[src/rtl/irq_trk_pkg.sv]
package irq_trk_pkg;
  localparam int VEC_W     = 8;
  localparam int WORD_W    = 32;
  localparam int NUM_WORDS = 8;
  localparam int NUM_REQ   = 2;
  localparam int NUM_SRC   = 5;

  typedef enum logic [2:0] {
    SRC_SMI   = 3'd0,
    SRC_NMI   = 3'd1,
    SRC_EXT   = 3'd2,
    SRC_INIT  = 3'd3,
    SRC_START = 3'd4
  } src_e;

  // sources that count toward the unmaskable flag (external excluded)
  localparam logic [NUM_SRC-1:0] UNMASK_SRCS = 5'b11011;
endpackage

[src/rtl/irq_vec_array.sv]
module irq_vec_array #(
  parameter int NUM_WORDS = 8,
  parameter int WORD_W    = 32,
  localparam int N        = NUM_WORDS * WORD_W
) (
  input  logic         clk_i,
  input  logic         rst_ni,
  input  logic [N-1:0] set_i,
  input  logic [N-1:0] clr_i,
  output logic [N-1:0] bits_o
);
  for (genvar w = 0; w < NUM_WORDS; w++) begin : g_word
    logic [WORD_W-1:0] word_q;
    always_ff @(posedge clk_i or negedge rst_ni) begin
      if (!rst_ni) word_q <= '0;
      else         word_q <= (word_q & ~clr_i[w*WORD_W +: WORD_W]) | set_i[w*WORD_W +: WORD_W];
    end
    assign bits_o[w*WORD_W +: WORD_W] = word_q;
  end
endmodule

[src/rtl/irq_msb_resolver.sv]
module irq_msb_resolver #(
  parameter int NUM_WORDS = 8,
  parameter int WORD_W    = 32,
  parameter int VEC_W     = 8,
  localparam int N        = NUM_WORDS * WORD_W,
  localparam int BIT_W    = $clog2(WORD_W)
) (
  input  logic [N-1:0]     bits_i,
  output logic [VEC_W-1:0] top_o,
  output logic             any_o
);
  logic [NUM_WORDS-1:0] word_nz;
  logic [BIT_W-1:0]     word_msb [NUM_WORDS];

  for (genvar w = 0; w < NUM_WORDS; w++) begin : g_word
    assign word_nz[w] = |bits_i[w*WORD_W +: WORD_W];
    always_comb begin
      word_msb[w] = '0;
      for (int b = 0; b < WORD_W; b++)
        if (bits_i[w*WORD_W + b]) word_msb[w] = BIT_W'(b);
    end
  end

  // ascending scan: uppermost non-zero word wins
  always_comb begin
    top_o = '0;
    for (int w = 0; w < NUM_WORDS; w++)
      if (word_nz[w]) top_o = VEC_W'(w * WORD_W + int'(word_msb[w]));
  end

  assign any_o = |word_nz;
endmodule

[src/rtl/irq_special_src.sv]
module irq_special_src #(
  parameter int NUM_SRC = 5,
  parameter int VEC_W   = 8
) (
  input  logic                     clk_i,
  input  logic                     rst_ni,
  input  logic [NUM_SRC-1:0]       set_i,
  input  logic [NUM_SRC*VEC_W-1:0] vec_i,
  input  logic [NUM_SRC-1:0]       ack_i,
  output logic [NUM_SRC-1:0]       pend_o,
  output logic [NUM_SRC*VEC_W-1:0] vec_o
);
  for (genvar s = 0; s < NUM_SRC; s++) begin : g_src
    logic             pend_q;
    logic [VEC_W-1:0] vec_q;
    always_ff @(posedge clk_i or negedge rst_ni) begin
      if (!rst_ni) begin
        pend_q <= 1'b0;
        vec_q  <= '0;
      end else begin
        if (set_i[s]) begin
          pend_q <= 1'b1;
          vec_q  <= vec_i[s*VEC_W +: VEC_W];
        end else if (ack_i[s]) begin
          pend_q <= 1'b0;
        end
      end
    end
    assign pend_o[s]               = pend_q;
    assign vec_o[s*VEC_W +: VEC_W] = vec_q;

    assert_ack_clears_R8: assert property (@(posedge clk_i) disable iff (!rst_ni)
      ack_i[s] && !set_i[s] |=> !pend_o[s]);
    assert_set_wins_R8: assert property (@(posedge clk_i) disable iff (!rst_ni)
      set_i[s] |=> pend_o[s] && vec_o[s*VEC_W +: VEC_W] == $past(vec_i[s*VEC_W +: VEC_W]));
  end
endmodule

[src/rtl/irq_vec_tracker.sv]
module irq_vec_tracker
  import irq_trk_pkg::*;
#(
  parameter int P_VEC_W     = VEC_W,
  parameter int P_WORD_W    = WORD_W,
  parameter int P_NUM_WORDS = NUM_WORDS,
  parameter int P_NUM_REQ   = NUM_REQ,
  parameter int P_NUM_SRC   = NUM_SRC,
  localparam int N          = P_NUM_WORDS * P_WORD_W
) (
  input  logic                         clk_i,
  input  logic                         rst_ni,
  input  logic [P_NUM_REQ-1:0]         req_valid_i,
  input  logic [P_NUM_REQ*P_VEC_W-1:0] req_vec_i,
  input  logic                         accept_i,
  input  logic                         eoi_i,
  input  logic [P_NUM_SRC-1:0]         spc_set_i,
  input  logic [P_NUM_SRC*P_VEC_W-1:0] spc_vec_i,
  input  logic [P_NUM_SRC-1:0]         spc_ack_i,
  output logic [P_VEC_W-1:0]           irr_top_o,
  output logic [P_VEC_W-1:0]           isr_top_o,
  output logic [P_NUM_SRC-1:0]         spc_pend_o,
  output logic [P_NUM_SRC*P_VEC_W-1:0] spc_vec_o,
  output logic                         unmaskable_o
);
  logic [N-1:0] irr_bits, isr_bits, req_set, acc_mask, eoi_mask;
  logic         irr_any, isr_any, acc_fire, eoi_fire;

  always_comb begin
    req_set = '0;
    for (int p = 0; p < P_NUM_REQ; p++)
      if (req_valid_i[p]) req_set[req_vec_i[p*P_VEC_W +: P_VEC_W]] = 1'b1;
  end

  assign acc_fire = accept_i & irr_any;
  assign eoi_fire = eoi_i & isr_any;
  assign acc_mask = acc_fire ? (N'(1) << irr_top_o) : '0;
  assign eoi_mask = eoi_fire ? (N'(1) << isr_top_o) : '0;

  irq_vec_array #(.NUM_WORDS(P_NUM_WORDS), .WORD_W(P_WORD_W)) u_irr (
    .clk_i, .rst_ni, .set_i(req_set), .clr_i(acc_mask), .bits_o(irr_bits));

  irq_vec_array #(.NUM_WORDS(P_NUM_WORDS), .WORD_W(P_WORD_W)) u_isr (
    .clk_i, .rst_ni, .set_i(acc_mask), .clr_i(eoi_mask), .bits_o(isr_bits));

  irq_msb_resolver #(.NUM_WORDS(P_NUM_WORDS), .WORD_W(P_WORD_W), .VEC_W(P_VEC_W)) u_irr_res (
    .bits_i(irr_bits), .top_o(irr_top_o), .any_o(irr_any));

  irq_msb_resolver #(.NUM_WORDS(P_NUM_WORDS), .WORD_W(P_WORD_W), .VEC_W(P_VEC_W)) u_isr_res (
    .bits_i(isr_bits), .top_o(isr_top_o), .any_o(isr_any));

  irq_special_src #(.NUM_SRC(P_NUM_SRC), .VEC_W(P_VEC_W)) u_spc (
    .clk_i, .rst_ni, .set_i(spc_set_i), .vec_i(spc_vec_i), .ack_i(spc_ack_i),
    .pend_o(spc_pend_o), .vec_o(spc_vec_o));

  assign unmaskable_o = |(spc_pend_o & UNMASK_SRCS);

  assert_req_sets_R1: assert property (@(posedge clk_i) disable iff (!rst_ni)
    req_valid_i[0] |=> irr_bits[$past(req_vec_i[P_VEC_W-1:0])]);
  assert_top_is_set_R2: assert property (@(posedge clk_i) disable iff (!rst_ni)
    irr_any |-> irr_bits[irr_top_o] && (irr_bits >> irr_top_o) == N'(1));
  assert_empty_zero_R3: assert property (@(posedge clk_i) disable iff (!rst_ni)
    (irr_bits == '0 |-> irr_top_o == '0) and (isr_bits == '0 |-> isr_top_o == '0));
  assert_accept_moves_R5: assert property (@(posedge clk_i) disable iff (!rst_ni)
    acc_fire |=> isr_bits[$past(irr_top_o)]);
  assert_accept_empty_R6: assert property (@(posedge clk_i) disable iff (!rst_ni)
    !irr_any && !eoi_i |=> $stable(isr_bits));
  assert_eoi_clears_R7: assert property (@(posedge clk_i) disable iff (!rst_ni)
    eoi_fire && !accept_i |=> !isr_bits[$past(isr_top_o)]);
  assert_unmask_rise_R9: assert property (@(posedge clk_i) disable iff (!rst_ni)
    $rose(unmaskable_o) |-> $past(|(spc_set_i & UNMASK_SRCS)));
endmodule

[config.mk]
export PLATFORM = sky130hd
export DESIGN_NAME = irq_vec_tracker
export DESIGN_NICKNAME = d
export VERILOG_FILES = /design/src/rtl/irq_trk_pkg.sv /design/src/rtl/irq_vec_array.sv /design/src/rtl/irq_msb_resolver.sv /design/src/rtl/irq_special_src.sv /design/src/rtl/irq_vec_tracker.sv
export SDC_FILE = /design/constraint.sdc
export NUM_CORES = 2
export LEC_CHECK = 0
export ABC_AREA = 1
export BUFFER_PORTS_ARGS = -buffer_cell sky130_fd_sc_hd__buf_4
export CAP_MARGIN = 20
export CORE_MARGIN = 1
export CORE_UTILIZATION = 32
export DETAILED_ROUTE_END_ITERATION = 10
export GPL_TIMING_DRIVEN = 0
export PLACE_DENSITY_LB_ADDON = 0.15
export SLEW_MARGIN = 20
export SYNTH_ARGS = -nofsm -noshare
export SYNTH_HDL_FRONTEND = slang
export SYNTH_SLANG_ARGS = --single-unit
[constraint.sdc]
create_clock -name clk_i -period 4.2 [get_ports clk_i]
set_input_delay 0.84 -clock clk_i [delete_from_list [all_inputs] [get_ports clk_i]]
set_output_delay 0.84 -clock clk_i [all_outputs]
set_load 0.005 [all_outputs]
=== Word level (Yosys, flattened, before mapping) ===
Cells that the tools add are included.

* Output and inout port bits: 62
* Bits of input ports: 72
* Word-level logic and storage cells: 653
* Register bits after elaboration: 557

* Reductions and logical operators: 26
* Add/sub/neg operators: 14
* Mux-type cells: 530
* Bitwise operators: 51
* Magnitude comparators: 4
* Shift-type cells: 2

{| class="wikitable"
|+ Operator list
! cell !! number
|-
| 2-to-1 mux 5 bit || 258
|-
| 2-to-1 mux 256 bit || 4
|-
| AND 32 bit || 16
|-
| 2-to-1 mux 4 bit || 128
|-
| inverter 32 bit || 16
|-
| OR 32 bit || 16
|-
| OR reduction 256 bit || 2
|-
| OR reduction 32 bit || 16
|-
| << shifter 1 x 8 -> 256 bit (first input constant) || 2
|-
| OR 256 bit || 1
|-
| 2-to-1 mux 3 bit || 64
|-
| 2-to-1 mux 8 bit || 14
|-
| adder 8 x 5 -> 8 bit (first input constant) || 8
|-
| 2-to-1 mux 2 bit || 32
|-
| adder 7 x 5 -> 8 bit (first input constant) || 4
|-
| 2-to-1 mux 1 bit || 28
|-
| less-than comparator 8 x 9 -> 1 bit (second input constant) || 2
|-
| demux 1 bit (select 8 bit) || 2
|-
| greater-or-equal comparator 8 x 1 -> 1 bit (second input constant) || 2
|-
| adder 6 x 5 -> 7 bit (first input constant) || 2
|-
| nonzero test 2 bit || 5
|-
| OR reduction 4 bit || 1
|-
| AND 1 bit || 2
|-
| logical AND 1 bit || 2
|}

=== Longest topological paths before layout ===
* Depth after elaboration: 44
* Depth in mapped cells: 44
* Mapped depth without buffers: 44

=== Hierarchy ===
Synthesis repeated with hierarchy kept, for this count alone.

* Cells, all modules: 6,032
* Area, all modules: 36,627.6 um^2

{| class="wikitable"
|+ Modules (own cells, without submodules)
! module !! seq. area each (um^2) !! cells each !! times used !! area each (um^2)
|-
| irq_vec_array || 6,406.1 || 1,280 || 2 || 10,249.8
|-
| irq_vec_tracker || 0.0 || 1,557 || 1 || 7,521.0
|-
| irq_msb_resolver || 0.0 || 860 || 2 || 3,430.8
|-
| irq_special_src || 1,126.1 || 195 || 1 || 1,745.4
|}

=== Least setup slack after synthesis ===
No wires, ideal clock.

* Path kind: flip-flop to output port
* Start point: register u_irr.g_word[5].word_q[29]
* End point: output irr_top_o[4]
* Arrival time: 2.566 ns
* Setup slack: 0.794 ns
* Cell stages (with the launch flop): 14
* Data required time: 3.360 ns
* Path buffers: 1
* Cells stage by stage: dfrtp_1 -> nor2_1 -> nand2_1 -> nor2_1 -> nand2_1 -> nor4_1 -> inv_1 -> nor2_1 -> a221oi_1 -> o21a_1 -> nor2_1 -> nor2_4 -> inv_4 -> buf_4

* Longest elaborated chain between the ends: 7
* Elaborated cells on any way between the ends: 8
* Those cells by class: add/sub: 1; mux: 6; reduce/logical: 1

{| class="wikitable"
|+ RTL lines
! item !! line !! text
|-
| from (decl) || irq_vec_array.sv:13 || <nowiki>logic [WORD_W-1:0] word_q;</nowiki>
|-
| from (signal assigned) || irq_vec_array.sv:16 || <nowiki>else word_q <= (word_q & ~clr_i[w*WORD_W +: WORD_W]) | set_i[w*WORD_W +: WORD_W];</nowiki>
|-
| 2-to-1 mux 5 bit (3 in series) || irq_msb_resolver.sv:20 || <nowiki>if (bits_i[w*WORD_W + b]) word_msb[w] = BIT_W'(b);</nowiki>
|-
| adder 8 x 5 -> 8 bit || irq_msb_resolver.sv:28 || <nowiki>if (word_nz[w]) top_o = VEC_W'(w * WORD_W + int'(word_msb[w]));</nowiki>
|-
| 2-to-1 mux 8 bit * (3 in series) || irq_msb_resolver.sv:28 ||
|-
| to (decl) || irq_vec_tracker.sv:20 || <nowiki>output logic [P_VEC_W-1:0] irr_top_o,</nowiki>
|}

Mark *: on every way between the ends. The rest lies on a longest branch, timed or not.

=== Worst setup path in the final report ===
* Start point: register u_irr.g_word[1].word_q[4]
* End point: output irr_top_o[1]

* Longest elaborated chain between the ends: 36
* Elaborated cells on any way between the ends: 37
* Those cells by class: add/sub: 1; mux: 35; reduce/logical: 1

{| class="wikitable"
|+ RTL lines
! item !! line
|-
| from (decl) || irq_vec_array.sv:13
|-
| from (signal assigned) || irq_vec_array.sv:16
|-
| 2-to-1 mux 3 bit (4 in series) || irq_msb_resolver.sv:20
|-
| 2-to-1 mux 4 bit (8 in series) || irq_msb_resolver.sv:20
|-
| 2-to-1 mux 5 bit (16 in series) || irq_msb_resolver.sv:20
|-
| adder 6 x 5 -> 7 bit || irq_msb_resolver.sv:28
|-
| 2-to-1 mux 8 bit * (7 in series) || irq_msb_resolver.sv:28
|}

Marks and branches as above.

==> results.sh <==
export IMPL_area_delta_synth_final_pct=30.0
export IMPL_ys_ff_latch=557
export IMPL_cp_arrival_ps=3750
export IMPL_layout_nets=5527
export IMPL_min_period_ps=4590
export IMPL_setup_viol=107
export IMPL_report_power_total_uw=28200
export IMPL_ys_top_cells_by_area="dfrtp_1 41%, nand2_1 20%, nand4_1 9.5%"
export IMPL_synthXorXnorAreaFrac=0
export IMPL_drc=0
export IMPL_cp_slowest_cell="dfrtp_1"
export IMPL_io_pins=134
export IMPL_cpPeakStageDelay_ps=420
export IMPL_numCtsBuffers=72
export IMPL_viasPerCell=5.54
export IMPL_setup_tns_ps=-6460
export IMPL_drv_slew=0
export IMPL_synth_area_mux_share=0
export IMPL_power_density_mw_per_mm2=644
export IMPL_num_rows=118
export IMPL_synth_compound_area_share=0.0670
export IMPL_synth_nets=5064
export IMPL_fin_ws_ps=-391
export IMPL_cp_data_required_time_ps=3360
export IMPL_synth_top_family_by_area="simple AND/OR/NAND/NOR gates"
export IMPL_root_buffer="clkbuf_16"
export IMPL_rr_startpoint="u_irr.g_word[1].word_q[4]$_DFF_PN0_"
export IMPL_fp_dieH_um=326
export IMPL_clock_latency_ps=670
export IMPL_hold_viol_final=0
export IMPL_tightest_slew_ps=1320
export IMPL_drtIter0Drc=5029
export IMPL_path_clk_slew_ps=60
export IMPL_yosysTopAreaCell="dfrtp_1"
export IMPL_r2r_setup_slack_ps=-170
export IMPL_synth_fa_ha_area_frac=0
export IMPL_dieArea_sq_mm=0.107
export IMPL_holdWs_ps=47.4
export IMPL_syn_area_per_cell_sq_um=6.75
export IMPL_antenna_left=0
export IMPL_max_cap_violations=0
export IMPL_overflow=0
export IMPL_first_pass_iters=6
export IMPL_yosysTopAreaCellShare=0.414
export IMPL_power_leakage_uw=0.0216
export IMPL_grt_pass1_vias=35300
export IMPL_numPortBuffers=128
export IMPL_drive_above_1_share=0.166
export IMPL_synth_area_sq_mm=0.0337
export IMPL_yosys_area_share_simple=0.427
export IMPL_grt_max_degree=92
export IMPL_dpl_worst_slack_ps=-1770
export IMPL_vias=38200
export IMPL_crit_path_start_kind="flop"
export IMPL_cp_cell_sequence="nor2_2 -> nand3_2 -> nor4_4 -> nand3_2 -> inv_4 -> nor2_4 -> buf_12 -> buf_4 -> buf_4 -> nand2_1 -> a21oi_2 -> o311ai_4 -> nand4_1 -> a21oi_4 -> clkinvlp_4 -> buf_6"
export IMPL_path_class="reg -> out"
export IMPL_antenna_found_initial=19
export IMPL_cp_end_kind="output port"
export IMPL_die_w_um=326
export IMPL_synthDistinctLibCells=52
export IMPL_synth_warnings=0
export IMPL_finalCritPeriodShare=1.09
export IMPL_routabilityCongestion=1.04
export IMPL_holdCritPathClass="in -> async"
export IMPL_violations="negative setup slack"
export IMPL_grt_usage=0.352
export IMPL_slew_headroom=0.121
export IMPL_clock_sinks=557
export IMPL_clk_path_buf_depth=3
export IMPL_synth_seq_area_share=0.414
export IMPL_critPathMaxFanout=3
export IMPL_timing_fmax_mhz=218
export IMPL_routed_wl_mm=191
export IMPL_hpwl_mm=138
export IMPL_tritoncts="done"
export IMPL_initial_core_util=0.324
export IMPL_grt_pass1_wl_mm=263
export IMPL_skew_ps=35.7
export IMPL_rsz0062_at_grt="true"
export IMPL_peakVddDrop_mv=0.481
export IMPL_synthCells=4992
export IMPL_cts_max_level=3
export IMPL_core_region_area_sq_mm=0.104
export IMPL_wl_per_cell_um=27.8
export IMPL_status="finished, violations left"
export IMPL_crit_start="u_irr.g_word[1].word_q[4]$_DFF_PN0_"
## registers in the layout, indices dropped and copies added (netlist names)
name                 count
u_isr.g_word.word_q    256
u_spc.g_src.vec_q       40
u_irr.g_word.word_q    256
u_spc.g_src.pend_q       5
## cells in the mapped netlist, drive strengths merged
library cell,count
a221oi,1
nand3,69
o21bai,12
o31ai,6
nor4,17
nor2,711
o211ai,2
a21oi,268
nand4,537
nand3b,2
or3,1
nor3,45
a311oi,1
o41ai,1
and3,4
a31oi,21
o22ai,41
o21ai,37
o21a,1
inv,556
dfrtp,557
clkbuf,178
or2,2
o2111ai,2
nand2,1828
buf,73
a211oi,2
clkinv,7
o311ai,4
a32o,2
a2111oi,1
o221ai,3
## layout make-up
cell class,instances,area (sq um)
Fill cell,10900,60100
Multi-Input combinational cell,3621,18000
Sequential cell,557,13900
Timing Repair Buffer,395,4530
Inverter,563,2160
Clock buffer,103,2080
Tap cell,1380,1730
Buffer,245,1110
Clock inverter,18,210
Antenna cell,4,10.0
## kinds of logic (layout without fill, tap and decap cells)
logic type | count (synthesis) | in the layout
AND/OR/NAND/NOR | 3216 | 3216
AO/OA/AOI/OAI | 405 | 405
other | 0 | 4
flip-flops | 557 | 557
buffers and inverters | 814 | 1324
## layout by cell type (no fill, tap or decap), types with 6 or more instances in the layout
cell        count
nand2_1      1766
nor2_1        597
dfrtp_1       554
inv_1         523
nand4_1       513
buf_4         261
a21oi_1       249
clkbuf_1      150
clkbuf_16      75
buf_12         68
nor2_2         61
nor2_4         53
buf_1          53
nand3_1        52
nand2_2        50
o22ai_1        41
nor3_4         34
clkbuf_2       33
buf_6          28
buf_8          27
inv_2          22
buf_16         22
o21ai_0        18
a31oi_1        17
clkbuf_8       16
nor4_4         15
nand4_2        14
a21oi_2        13
nand3_2        12
o21bai_1       12
o21ai_1        11
nand4_4        10
nand2_4         8
nor3_1          8
buf_2           8
clkinv_2        8
a21oi_4         6
clkinvlp_4      6
clkinv_1        6
## layer usage
metal	vias up	GRT usage	wire length, um
met2	2256	0.505	77600
met3	564	0.103	23300
met5	-	0	68
met4	10	0.197	13300
li1	17100	-	-
met1	18200	0.471	76800
## power by group
part	internal, uW	leakage (uW)	switching, uW	total [uW]
logic	5170	0.0130	9760	14900
registers	6250	0.00744	745	6990
clock network	3670	0.00112	2630	6300
total	15100	0.0216	13100	28200
## per-stage QoR
step,cell area [sq um],instances,util
global route,43800,6882,0.421
detailed placement,37600,6553,0.362
floorplan,33700,4992,-
CTS,42500,6802,0.409
global placement,36400,6500,0.350
finish,43800,6886,0.422
## critical path, delay by kind of cell, from the launching register on
family | cells | cell delay [ps]
AO/OA/AOI/OAI | 3 | 740
buffers and inverters | 6 | 800
flip-flops | 1 | 420
AND/OR/NAND/NOR | 7 | 1110
## repair_timing
action / CTS / global route
setup endpoints to repair: 526 / 522
resized for setup: 249 / 195
setup buffers: 134 / 85
pin swaps: 117 / 149
hold buffers: 0 / 0
## worst paths after layout
path,depth (start not counted),to
max,16,irr_top_o[1]
min,1,u_isr.g_word[2].word_q[8]$_DFF_PN0_
max reg2reg,23,u_irr.g_word[1].word_q[12]$_DFF_PN0_
min reg2reg,2,u_isr.g_word[4].word_q[7]$_DFF_PN0_
max in group asynchronous,5,u_isr.g_word[5].word_q[6]$_DFF_PN0_
min in group clk_i,2,u_spc.g_src[1].pend_q$_DFFE_PN0P_
(Power assumes the default switching activity.)
